==> config.mk <==
export PLATFORM = sky130hd
export DESIGN_NAME = exc_entry_seq
export DESIGN_NICKNAME = d
export VERILOG_FILES = /design/src/rtl/exc_entry_seq.sv
export SDC_FILE = /design/constraint.sdc
export NUM_CORES = 1
export LEC_CHECK = 0
export BUFFER_PORTS_ARGS = -buffer_cell sky130_fd_sc_hd__buf_2
export CORE_MARGIN = 2
export CORE_UTILIZATION = 57
export CTS_BUF_LIST = sky130_fd_sc_hd__clkbuf_2 sky130_fd_sc_hd__clkbuf_4 sky130_fd_sc_hd__clkbuf_8
export DETAILED_ROUTE_END_ITERATION = 16
export GPL_TIMING_DRIVEN = 1
export PLACE_DENSITY = 0.87
export SYNTH_ARGS = -nofsm -noshare
export SYNTH_HDL_FRONTEND = slang
export SYNTH_SLANG_ARGS = --single-unit
==> constraint.sdc <==
create_clock -name clk -period 8.3 [get_ports clk]
set_input_delay 0.83 -clock clk [delete_from_list [all_inputs] [get_ports clk]]
set_output_delay 0.83 -clock clk [all_outputs]
set_load 0.02 [all_outputs]
==> src/rtl/exc_entry_seq.sv <==
module exc_entry_seq #(
  parameter int XLEN  = 32,
  parameter int LVL_W = 5
) (
  input  logic             clk,
  input  logic             rst_n,
  input  logic             start,
  input  logic [XLEN-1:0]  pc_in,
  input  logic [1:0]       iclass,
  input  logic [XLEN-1:0]  status_in,
  input  logic [XLEN-1:0]  sp_in,
  input  logic [LVL_W-1:0] level_in,
  output logic             wr_valid,
  output logic [XLEN-1:0]  wr_addr,
  output logic [XLEN-1:0]  wr_data,
  input  logic             wr_ready,
  output logic [XLEN-1:0]  sp_out,
  output logic [LVL_W-1:0] lvl_mask,
  output logic             busy,
  output logic             done
);
  localparam logic [XLEN-1:0] WORD = XLEN'(4);

  typedef enum logic [1:0] {S_IDLE, S_PS, S_RA} st_t;

  st_t              st;
  logic [XLEN-1:0]  sp_q, ps_q, ra_q, step;
  logic [LVL_W-1:0] lvl_q, ilm_q;
  logic             done_q;

  always_comb begin
    case (iclass)
      2'd2:    step = XLEN'(6);
      2'd1:    step = XLEN'(4);
      default: step = XLEN'(2);
    endcase
  end

  always_ff @(posedge clk) begin
    if (!rst_n) begin
      st     <= S_IDLE;
      sp_q   <= '0;
      ps_q   <= '0;
      ra_q   <= '0;
      lvl_q  <= '0;
      ilm_q  <= '1;
      done_q <= 1'b0;
    end else begin
      done_q <= 1'b0;
      case (st)
        S_IDLE: if (start) begin
          sp_q  <= sp_in - WORD;
          ps_q  <= status_in;
          ra_q  <= pc_in + step;
          lvl_q <= level_in;
          st    <= S_PS;
        end
        S_PS: if (wr_ready) begin
          sp_q <= sp_q - WORD;
          st   <= S_RA;
        end
        S_RA: if (wr_ready) begin
          ilm_q  <= lvl_q;
          done_q <= 1'b1;
          st     <= S_IDLE;
        end
        default: st <= S_IDLE;
      endcase
    end
  end

  assign wr_valid = (st != S_IDLE);
  assign busy     = wr_valid;
  assign wr_addr  = sp_q;
  assign wr_data  = (st == S_RA) ? ra_q : ps_q;
  assign sp_out   = sp_q;
  assign lvl_mask = ilm_q;
  assign done     = done_q;
endmodule

Word-level counts from Yosys, hierarchy flattened
Index checks and enable logic that the tools add are counted.
{ "word_totals": {"output_inout_bits": 104, "wordCells": 35, "ff_bits": 109, "inputBits": 107} }
{ "op_classes": {"reduce_logical": 8, "mux": 10, "eq_ne": 7, "addsub": 3} }
{ "ops": {"columns": ["op", "count"], "rows": [
  ["32-bit two-way mux", 3],
  ["32-bit one-hot mux with 2 select lines", 1],
  ["32-bit by 3-bit subtractor with 32-bit output, second input constant", 2],
  ["32-bit adder", 1],
  ["2-bit two-way mux", 3],
  ["2-bit != test, second input constant", 3],
  ["2-bit one-hot mux with 3 select lines", 1],
  ["3-bit one-hot mux with 2 select lines", 1],
  ["2-bit AND reduction", 3],
  ["3-bit AND reduction", 2],
  ["2-bit by 1-bit equality test with 1-bit output, second input constant", 2],
  ["2-bit equality test, second input constant", 2],
  ["2-bit nonzero test", 2],
  ["2-bit logical NOT", 1],
  ["1-bit two-way mux", 1]
]} }

Logic depth before layout (Yosys ltp)
Gate-level depths: netlist (run 1).
{ "logic_depth": {"ltp_word": 3, "depth_mapped": 13, "depth_no_buf": 11} }

Least setup slack after synthesis (run 1)
No wires, ideal clock.
{ "synth_path": {"path_kind": "input-to-reg", "from": "input port iclass[1]", "to": "register ra_q[19]", "stages": 10, "path_slack_ns": 5.005, "path_buffers": 0, "arrival_ns": 3.163, "required_time_ns": 8.167, "cell_sequence": "inv_1 -> ha_1 -> inv_1 -> ha_1 -> fa_1 -> and4_1 -> nor4b_1 -> or3b_2 -> xnor2_1 -> a21oi_1"} }
{ "synth_between": {"elab_chain_len": 3} }
{ "synth_lines": {"columns": ["element", "line_no", "text"], "rows": [
  ["from (decl)", "9", "input logic [1:0] iclass,"],
  ["2-bit by 1-bit equality test with 1-bit output or 2-bit equality test (tied branches)", "32", "case (iclass)"],
  ["3-bit one-hot mux with 2 select lines (*)", "32", null],
  ["32-bit adder (*)", "54", "ra_q <= pc_in + step;"],
  ["to (signal assigned)", "54", null],
  ["to (decl)", "27", "logic [XLEN-1:0] sp_q, ps_q, ra_q, step;"]
]} }
Mark *: on every way between the ends. The rest lies on a longest branch, timed or not.
A chain may end at the register's enable or synchronous reset.

Worst setup path after layout (run 1)
{ "layout_path": {"from": "register st[1]", "to": "register sp_q[31] (netlist: sp_out[31])"} }
{ "layout_between": {"elab_chain_len": 3} }
{ "layout_lines": {"columns": ["element", "line_no", "text"], "rows": [
  ["from (decl)", "26", "st_t st;"],
  ["from (signal assigned)", "41", "st <= S_IDLE;"],
  ["from (signal assigned)", "56", "st <= S_PS;"],
  ["from (signal assigned)", "60", "st <= S_RA;"],
  ["2-bit by 1-bit equality test with 1-bit output or 2-bit logical NOT (tied branches)", "50", "case (st)"],
  ["2-bit != test (no line) or 2-bit nonzero test (tied branches)", null, null],
  ["3-bit AND reduction (no line)", null, null],
  ["to (signal assigned)", "52", "sp_q <= sp_in - WORD;"],
  ["to (signal assigned)", "59", "sp_q <= sp_q - WORD;"],
  ["to (decl)", "27", null]
]} }
Several ways; a longest one is shown, not always the timed one.

==> run summary, run 1 <==
Nets: 1,081
Routed Antenna Nets: 0
Netlist cell types: 65
Leading area contributor after synthesis: dfxtp_1
Num CTS Buffers: 9
Internal Pwr Total: 0.000800 W
Adder-cell share of the synthesized area: 1.09%
Via count: 6,511
Slew Viols, Final: 0
Ant diodes: 0
Post-synth EDFFs: 0
Average wire per standard cell: 15.7 um
Layout Cells excl Fill: 1,112
Pre-CTS WS: 4.41 ns
Post-CTS sizing: 0
Largest net degree at the start of global routing: 75
GRT Resource Usage Total: 28.4%
CTS tree: yes
Vias in the first global route: 5,808
Worst Setup End Kind: flop
CTS Hold Bufs: 0
Ys flop type: dfxtp_1
Clock Path Buffers: 2
Total routed wirelength: 17,500 um
Seq/Total Area, Yosys: 33.9%
Syn Nets: 943
CTS Root Cell: clkbuf_8
Initial Utilization: 58.9%
Setup ws final: 4.35 ns
Die ar.: 0.0122 mm2
Reg power frac: 48.6%
Max Fclk: 253 MHz
Post-synthesis xor/xnor area fraction: 4.22%
Placer congestion estimate: 0.893
Setup Skew: 0.0113 ns
Slew HR: 27.4%
Nature of the critical path startpoint: flop
Port buffer count: 210
Crit-path slowest cell: a2111oi_0
Die width: 110 um
Final hold vios: 0
Area delta synth->final: 15.0%
Total grt overflow: 0
Compound-gate portion of the synthesized area: 18.3%
FFs w/ async S/R, synth: 0%
DRC: 0
Seq cells post-synth: 109
Area contributors post-synth: dfxtp_1 34%, nand2_1 8.6%, mux2_2 6.6%
CTS sink cnt: 109
Sw Share: 35.3%
Maximum fanout along the worst path: 31
Initial antenna violation count: 0
H-Tree Depth: 3
YS warnings: 0
Core area: 0.0109 mm2
Reg area: 0.00218 mm2
Die extent in y: 110 um
CP arrival: 4.27 ns
First-pass detailed-route iteration total: 7
Clock slew at reported path FFs: 0.10 ns
Crit Path Category: flop to flop
Buffers inserted by post-CTS timing repair: 0
Io pins: 211
Inst Count DP: 1,098
Stages on worst setup path: 7
Psw: 0.000436 W
R2r worst-path depth: 7
Multiplexer share of the synthesized area: 11.2%
# setup viols final: 0
Post-DP HPWL: 12,100 um
Reported max-cap violation count: 0
Share of cells above drive strength 1: 28.7%
Final Cycle Share: 47.6%
Worst-path cell chain: nand2b_2 > buf_4 > mux2i_1 > a2111oi_0 > or3b_1 > or4_1 > a21oi_1
Power share of the clock group: 23.5%
Cell Rows: 38
Total negative slack: 0 ns
Crit-path max cell delay: 0.75 ns
Status: finished clean
Hold Path Class: flop to flop
Final hold slack: 0.456 ns
Combinational power share: 27.9%
Area share of and/or/nand/nor cells after synthesis: 23.1%
Fillers: 962
Worst skew pair latency: 0.39 ns
Hold depth: 2
RSZ-0062 raised after global routing: false
Top delay family on crit path: simple AND/OR/NAND/NOR gates
Crit path buf inv count: 1
Area of the multi-input gates: 0.00374 mm2
Pwr/cell area: 167 mW/mm2
VDD IR max: 0.137 mV
Synthesized cell area: 0.00644 mm2
First-pass GRT wire length: 27,200 um
Detailed Route Iter0 Violations: 548
Largest family of logic cells by synthesized area: simple AND/OR/NAND/NOR gates
Leakage: 3.33 nW
CP required: 8.61 ns
Min Tclk post-route: 3.95 ns
Vias per cell: 5.86
Cells after synthesis: 831
Worst-margin pin slew: 1.09 ns
Mapped Avg Cell Area: 7.75 um2
Share of the synthesized area in the top cell type: 33.9%
final timing paths:
check	start	endpoint	slack, ns
min	ps_q[18]	ps_q[18]	0.46
max	st[1]	sp_out[31]	4.35
max reg2reg	st[1]	sp_out[31]	4.35
min reg2reg	ps_q[18]	ps_q[18]	0.46
power groups by stage:
stage / clock, W / sequential [W] / combinational [W]
floorplan: 0 / 0.000619 / 0.000236
global placement: 0 / 0.000610 / 0.000336
detailed placement: 0 / 0.000612 / 0.000342
CTS: 0.000292 / 0.000600 / 0.000343
global route: 0.000313 / 0.000606 / 0.000379
finish: 0.000290 / 0.000601 / 0.000345
layer usage:
layer  part of all wire (%)  track usage (%)  wire [um]  vias up
met5                      0                0          0        -
met4                    1.6             11.0        285        0
met3                    8.5             5.70       1480       26
met2                     49             48.5       8500      297
met1                     41             35.2       7250     3031
li1                       -                -          -     3157
synthesized netlist by cell type (4+ instances only):
| cell | instances |
|---|---|
| nor3_1 | 18 |
| dfxtp_1 | 109 |
| o31ai_1 | 4 |
| inv_1 | 11 |
| nand3_1 | 26 |
| ha_1 | 4 |
| a21boi_0 | 4 |
| a21oi_1 | 85 |
| buf_1 | 13 |
| o211ai_1 | 4 |
| nand2b_1 | 4 |
| xnor2_1 | 14 |
| xor2_1 | 17 |
| buf_2 | 4 |
| and3_1 | 6 |
| o31a_1 | 5 |
| o21ai_0 | 33 |
| nand2_1 | 148 |
| and2_1 | 6 |
| clkbuf_1 | 39 |
| nor2_1 | 69 |
| o2111ai_1 | 4 |
| buf_4 | 33 |
| or3_1 | 10 |
| a22oi_1 | 4 |
| nand4_1 | 9 |
| a211oi_1 | 20 |
| mux2i_1 | 28 |
| nor4_1 | 6 |
| mux2_2 | 38 |
registers in the layout, indices dropped and copies added, names as in the netlist:
signal	cells
lvl_q	5
st	2
ps_q	32
ra_q	32
lvl_mask	5
sp_out	32
done	1
logic make-up (layout without fill, tap and decap cells):
group	count (synthesis)	count (layout)
flops	109	109
buf+inv	102	243
xor+xnor	31	31
simple gates	325	325
fa+ha+maj	5	5
mux	67	67
compound gates	192	192
cell type report:
type                            instances  share of cell area, %
Timing Repair Buffer                  218                   15.0
Sequential cell                       109                   29.5
Inverter                               11                  0.558
Clock buffer                            9                   1.67
Tap cell                              140                   2.37
Clock inverter                          5                  0.389
Multi-Input combinational cell        620                   50.5
worst register-to-register path, delay by kind of cell, from the launching register on:
kind / cells / cell delay, ns
compound gates: 2 / 0.88
buf+inv: 1 / 0.45
flops: 1 / 0.56
mux: 1 / 0.36
simple gates: 3 / 1.63
layout by cell type, fill, tap and decap left out, drive strengths merged, types with 18 or more instances in the layout:
| cell type | netlist | layout |
|---|---|---|
| buf | 52 | 218 |
| nand2 | 148 | 148 |
| dfxtp | 109 | 109 |
| a21oi | 85 | 85 |
| nor2 | 69 | 69 |
| mux2 | 39 | 39 |
| o21ai | 34 | 34 |
| mux2i | 28 | 28 |
| nand3 | 26 | 26 |
| a211oi | 20 | 20 |
| nor3 | 18 | 18 |
per-stage QoR:
stage / total power, W / instance area [um2] / util [%]
after detailed placement: 0.000954 / 7250 / 66.3
after global routing: 0.00130 / 7400 / 67.7
final: 0.00124 / 7400 / 67.7
after global placement: 0.000946 / 7250 / 66.3
after floorplan: 0.000854 / 6440 / -
after CTS: 0.00124 / 7400 / 67.7
No activity file was read; power rests on OpenSTA's default activity.
==> run 2, diff against run 1 <==
--- a/config.mk
+++ b/config.mk
@@ -5,13 +5,14 @@
 export SDC_FILE = /design/constraint.sdc
 export NUM_CORES = 1
 export LEC_CHECK = 0
+export ABC_AREA = 1
 export BUFFER_PORTS_ARGS = -buffer_cell sky130_fd_sc_hd__buf_2
 export CORE_MARGIN = 2
-export CORE_UTILIZATION = 57
+export CORE_UTILIZATION = 49
 export CTS_BUF_LIST = sky130_fd_sc_hd__clkbuf_2 sky130_fd_sc_hd__clkbuf_4 sky130_fd_sc_hd__clkbuf_8
 export DETAILED_ROUTE_END_ITERATION = 16
 export GPL_TIMING_DRIVEN = 1
-export PLACE_DENSITY = 0.87
+export PLACE_DENSITY = 0.79
 export SYNTH_ARGS = -nofsm -noshare
 export SYNTH_HDL_FRONTEND = slang
 export SYNTH_SLANG_ARGS = --single-unit
==> constraint.sdc (replaced) <==
create_clock -name clk -period 3.18 [get_ports clk]
set_input_delay 0.318 -clock clk [delete_from_list [all_inputs] [get_ports clk]]
set_output_delay 0.318 -clock clk [all_outputs]
set_load 0.02 [all_outputs]
==> run summary, run 2 <==
Cell Rows: 43 (+13%)
Total routed wirelength: 20,000 um (+14%)
H-Tree Depth: 3 (unchanged)
Slew Viols, Final: 0 (unchanged)
Hold Path Class: input port to flop
Commonest non-fill, non-tap cell in the layout: nand2_1
Largest net degree at the start of global routing: 60 (-20%)
Most frequent cell after synthesis: nand2_1
CP arrival: 2.33 ns (-1.94 ns)
Nature of the critical path startpoint: flop
Initial Utilization: 50.4% (-8.5 points)
Final hold slack: 0.171 ns (-0.286 ns)
Share of the synthesized area in the top cell type: 31.1% (-2.8 points)
Vias per cell: 5.01 (-14%)
Share of cells above drive strength 1: 21.3% (-7.4 points)
Clock slew at reported path FFs: 0.10 ns (about the same)
YS warnings: 0 (unchanged)
Routed Antenna Nets: 0 (unchanged)
DRC: 0 (unchanged)
First-pass detailed-route iteration total: 7 (unchanged)
Setup Skew: 0.0108 ns (-0.000437 ns)
Initial antenna violation count: 0 (unchanged)
Placer congestion estimate: 0.980 (+9.8%)
Slew HR: 42.5% (+15 points)
Mapped Avg Cell Area: 6.05 um2 (-22%)
Worst-margin pin slew: 0.862 ns (-0.224 ns)
Final core occ: 58.4% (-9.3 points)
Final Cycle Share: 83.2%
Die width: 124 um (+12%)
Leading area contributor after synthesis: dfxtp_1
CTS tree: yes
Hold depth: 3 (+1)
Clock Path Buffers: 2 (unchanged)
Worst skew pair latency: 0.39 ns (about the same)
CP startpoint: st[1]
Setup slack, reg-to-reg: 0.69 ns (-3.66 ns)
Post-CTS sizing: 0 (unchanged)
Status: finished clean
Via count: 7,502 (+15%)
FFs w/ async S/R, synth: 0% (unchanged)
Netlist cell types: 39 (-40%)
Pwr/cell area: 444 mW/mm2 (+170%)
Syn Nets: 1,273 (+35%)
Area delta synth->final: 15.9%
Min Tclk post-route: 2.65 ns
Inst Count DP: 1,482 (+35%)
HP Start: status_in[28]
CTS sink cnt: 109 (unchanged)
Synthesized cell area: 0.00702 mm2 (+9.1%)
Most frequent cells after synthesis: 308 x nand2_1, 176 x inv_1, 150 x nor2_1
CTS Root Cell: clkbuf_8
RSZ-0062 raised after global routing: false
Seq/Total Area, Yosys: 31.1% (-2.8 points)
First-pass GRT wire length: 30,900 um (+14%)
Area contributors post-synth: dfxtp_1 31%, nand2_1 16%, inv_1 9.4%
Post-synth EDFFs: 0 (unchanged)
Max Fclk: 378 MHz
CP required: 2.86 ns (-5.75 ns)
Average wire per standard cell: 13.4 um (-15%)
VDD IR max: 0.295 mV (+110%)
Reg2Reg Capture Point: sp_out[19]
Die extent in y: 124 um (+12%)
Total grt overflow: 0 (unchanged)
Vias in the first global route: 6,435 (+11%)
Seq cells post-synth: 109 (unchanged)
R2r startpoint: st[1]
Hold endpoint: ps_q[28]
CTS Hold Bufs: 0 (unchanged)
R2r worst-path depth: 14 (+7)
Ant diodes: 0 (unchanged)
Maximum fanout along the worst path: 52 (+68%)
Num CTS Buffers: 9 (unchanged)
Total negative slack: 0 ns (unchanged)
Worst Setup End Kind: primary output
Leakage: 4.40 nW (+32%)
Detailed Route Iter0 Violations: 456 (-17%)
GRT Resource Usage Total: 25.7% (-2.7 points)
# setup viols final: 0 (unchanged)
Buffers inserted by post-CTS timing repair: 0 (unchanged)
Nets: 1,425 (+32%)
Die ar.: 0.0153 mm2 (+26%)
Final hold vios: 0 (unchanged)
Post-DP HPWL: 15,100 um (+25%)
Cells after synthesis: 1,161 (+40%)
Layout Cells excl Fill: 1,497 (+35%)
Port buffer count: 210 (unchanged)
Ys flop type: dfxtp_1
Reported max-cap violation count: 0 (unchanged)
Crit Path Category: flop to primary output
Core area: 0.0139 mm2 (+27%)
Io pins: 211 (unchanged)
Most frequent cells in the layout: 307 x nand2_1, 210 x buf_2, 175 x inv_1
==> run 2: cell types whose count changed in the layout (fill, tap and decap cells not counted), sizes merged, moves of 28 or more <==
cell | before | now
o21ai | 34 | 116
mux2 | 39 | 0
nand3 | 26 | 70
nor2 | 69 | 165
inv | 12 | 181
nand2 | 148 | 324
mux2i | 28 | 0
a21oi | 85 | 32
==> run 2: area by class of cell <==
class,count,area [um2]
Sequential cell,109,2180
Inverter,180,676
Clock inverter,5,82.6
Timing Repair Buffer,221,1150
Multi-Input combinational cell,792,3700
Tap cell,180,225
Fill cell,1421,5800
Clock buffer,10,131
==> run 2: cell families (layout without fill, tap and decap cells) <==
| group | Yosys count | count (layout) | share of synthesized area [%] |
|---|---|---|---|
| flip-flops | 109 | 109 | 31.1 |
| buffers and inverters | 260 | 416 | 16.3 |
| XOR/XNOR | 18 | 18 | 2.25 |
| adder cells (fa/ha/maj) | 5 | 5 | 0.998 |
| AO/OA/AOI/OAI | 170 | 170 | 12.9 |
| AND/OR/NAND/NOR | 599 | 599 | 36.5 |
==> run 2: power by group <==
group / internal [W] / total (W) / switching [W] / leakage, nW
logic: 0.000365 / 0.00109 / 0.000725 / 3.39
clock network: 0.000453 / 0.000939 / 0.000486 / 0.111
registers: 0.00150 / 0.00158 / 0.0000861 / 0.903
==> run 2: metrics by stage <==
stage / setup slack, ns / power [W] / area (um2)
floorplan: 1.14 / 0.00240 / 7020
global route: 0.311 / 0.00383 / 8140
finish: 0.533 / 0.00361 / 8140
global placement: 0.751 / 0.00268 / 7930
CTS: 0.499 / 0.00364 / 8140
detailed placement: 0.732 / 0.00270 / 7930
==> run 2: metal layers <==
layer / up-vias / GRT usage [%] / share of wire (%)
met5: - / 0 / 0
met4: 0 / 9.09 / 2.6
met3: 40 / 4.90 / 7.1
met2: 281 / 44.2 / 48
met1: 3312 / 32.1 / 43
li1: 3869 / - / -
==> run 2: worst max path at each step <==
stage,end,depth (start not counted)
CTS,wr_data[27],6
finish,wr_data[27],6
global placement,sp_out[23],14
floorplan,ra_q[17],16
global route,wr_data[27],6
detailed placement,ra_q[17],16
==> run 2: worst max-delay path, stage by stage, from the launching register on <==
cell,delay [ns]
dfxtp_1,0.39
inv_2,0.20
nor2_4,0.45
clkinv_1,0.12
buf_4,0.31
o21ai_0,0.25
buf_2,0.20
==> run 3, diff against run 2 <==
==> constraint.sdc (replaced) <==
create_clock -name clk -period 2.4 [get_ports clk]
set_input_delay 0.24 -clock clk [delete_from_list [all_inputs] [get_ports clk]]
set_output_delay 0.24 -clock clk [all_outputs]
set_load 0.02 [all_outputs]
==> run summary, run 3 (synthesis results as in run 2) <==
Num CTS Buffers: 9 (unchanged)
Reported max-cap violation count: 0 (unchanged)
Pwr/cell area: 586 mW/mm2 (+32%)
Sw Share: 37.4% (+1.5 points)
CTS sink cnt: 109 (unchanged)
Most frequent cells in the layout: 307 x nand2_1, 210 x buf_2, 175 x inv_1
Nets: 1,429 (+0.28%)
Combinational power share: 30.5% (+0.3 points)
Total routed wirelength: 20,300 um (+1.5%)
Slew HR: 43.6% (+1.1 points)
Buffers inserted by post-CTS timing repair: 0 (unchanged)
Area delta synth->final: 16.7%
Final hold vios: 0 (unchanged)
Setup Skew: 0.0138 ns (+0.00300 ns)
Total grt overflow: 0 (unchanged)
Die extent in y: 124 um (unchanged)
Slew Viols, Final: 0 (unchanged)
Max Fclk: 449 MHz
Initial Utilization: 50.4% (unchanged)
Hold Path Class: input port to flop
VDD IR max: 0.339 mV (+15%)
Cell Rows: 43 (unchanged)
Status: finished clean
CP arrival: 1.98 ns (-0.35 ns)
Placer congestion estimate: 0.976 (-0.34%)
Worst Setup End Kind: primary output
Largest net degree at the start of global routing: 72 (+20%)
Io pins: 211 (unchanged)
H-Tree Depth: 3 (unchanged)
Power share of the clock group: 25.9% (about the same)
Vias per cell: 5.03 (+0.29%)
Port buffer count: 210 (unchanged)
Clock slew at reported path FFs: 0.11 ns (about the same)
CP startpoint: st[0]
Core area: 0.0139 mm2 (unchanged)
GRT Resource Usage Total: 26.6% (+0.91 points)
Vias in the first global route: 6,701 (+4.1%)
Die ar.: 0.0153 mm2 (unchanged)
Clock Path Buffers: 2 (unchanged)
Reg power frac: 43.6% (-0.2 points)
Worst-margin pin slew: 0.845 ns (-0.0166 ns)
CP required: 2.16 ns (-0.70 ns)
Crit Path Category: flop to primary output
Die width: 124 um (unchanged)
First-pass detailed-route iteration total: 7 (unchanged)
Total negative slack: 0 ns (unchanged)
CTS tree: yes
Initial antenna violation count: 1 (+1)
Leakage: 4.43 nW (+0.60%)
Routed Antenna Nets: 0 (unchanged)
Psw: 0.00180 W (+38%)
HP Start: status_in[19]
Min Tclk post-route: 2.22 ns
Detailed Route Iter0 Violations: 528 (+16%)
Via count: 7,554 (+0.69%)
R2r startpoint: st[1]
Nature of the critical path startpoint: flop
Final Cycle Share: 92.7%
DRC: 0 (unchanged)
Maximum fanout along the worst path: 52 (unchanged)
Share of cells above drive strength 1: 21.6% (+0.30 points)
First-pass GRT wire length: 32,000 um (+3.5%)
Final hold slack: 0.0795 ns (-0.0910 ns)
Post-DP HPWL: 15,400 um (+1.6%)
Worst skew pair latency: 0.40 ns (about the same)
Internal Pwr Total: 0.00301 W (+30%)
CTS Root Cell: clkbuf_8
Average wire per standard cell: 13.5 um (+1.1%)
RSZ-0062 raised after global routing: false
Commonest non-fill, non-tap cell in the layout: nand2_1
# setup viols final: 0 (unchanged)
run 3: cell types whose count changed in the layout (fill, tap and decap cells not counted):
cell	previous run	this run
clkbuf_4	1	0
diode_2	0	1
buf_4	10	12
clkinv_2	1	0
buf_12	1	2
clkinv_4	0	2
buf_8	0	1
clkinv_8	0	1
clkbuf_8	9	10
bufinv_16	2	1
run 3: per-stage QoR:
stage / instances / setup slack, ns / cell area [um2] / utilization (%) / power (W)
after CTS: 1502 / 0.0159 / 8190 / 58.8 / 0.00482
after floorplan: 1161 / 0.438 / 7020 / - / 0.00318
after global placement: 1486 / 0.153 / 7970 / 57.2 / 0.00357
after global routing: 1503 / 0.0126 / 8200 / 58.8 / 0.00509
final: 1503 / 0.175 / 8200 / 58.8 / 0.00480
after detailed placement: 1486 / 0.0832 / 7970 / 57.2 / 0.00359
run 3: timing repair:
item                                    CTS  global route
endpoints found under the hold margin     0             0
endpoints found under the setup margin    0            30
resized for setup                         0             3
hold buffers                              0             0
run 3: metal layers:
metal / share of wire (%) / GRT usage, % / up-vias
met4: 2.2 / 8.38 / 0
met5: 0 / 0 / -
met2: 48 / 46.3 / 278
li1: - / - / 3876
met3: 6.9 / 5.27 / 34
met1: 43 / 33.1 / 3366
run 3: area by class of cell:
type | instances | area, um2
Fill cell | 1402 | 5740
Multi-Input combinational cell | 792 | 3700
Sequential cell | 109 | 2180
Timing Repair Buffer | 225 | 1200
Inverter | 180 | 676
Tap cell | 180 | 225
Clock buffer | 10 | 138
Clock inverter | 6 | 81.3
Antenna cell | 1 | 2.50
run 3: path summary, 6_finish.rpt:
| check | end | slack, ns | cells past startpoint |
|---|---|---|---|
| max | wr_data[21] | 0.18 | 7 |
| min | ps_q[19] | 0.08 | 3 |
| max reg2reg | sp_out[24] | 0.28 | 12 |
| min reg2reg | ra_q[3] | 0.47 | 2 |
run 3: power by group through the flow:
stage	logic (W)	registers (W)	clock network, W
after global routing	0.00164	0.00212	0.00133
after detailed placement	0.00145	0.00213	0
after floorplan	0.000990	0.00219	0
after global placement	0.00144	0.00213	0
final	0.00146	0.00210	0.00124
after CTS	0.00146	0.00209	0.00127
run 3: worst max-delay path, cell delays in order, from the launching register on:
cell and delay, ns:
dfxtp_1 0.43, buf_4 0.30, nor2_4 0.06, clkinv_1 0.06, buf_8 0.27, nand2_1 0.14, o21ai_0 0.11, buf_2 0.19
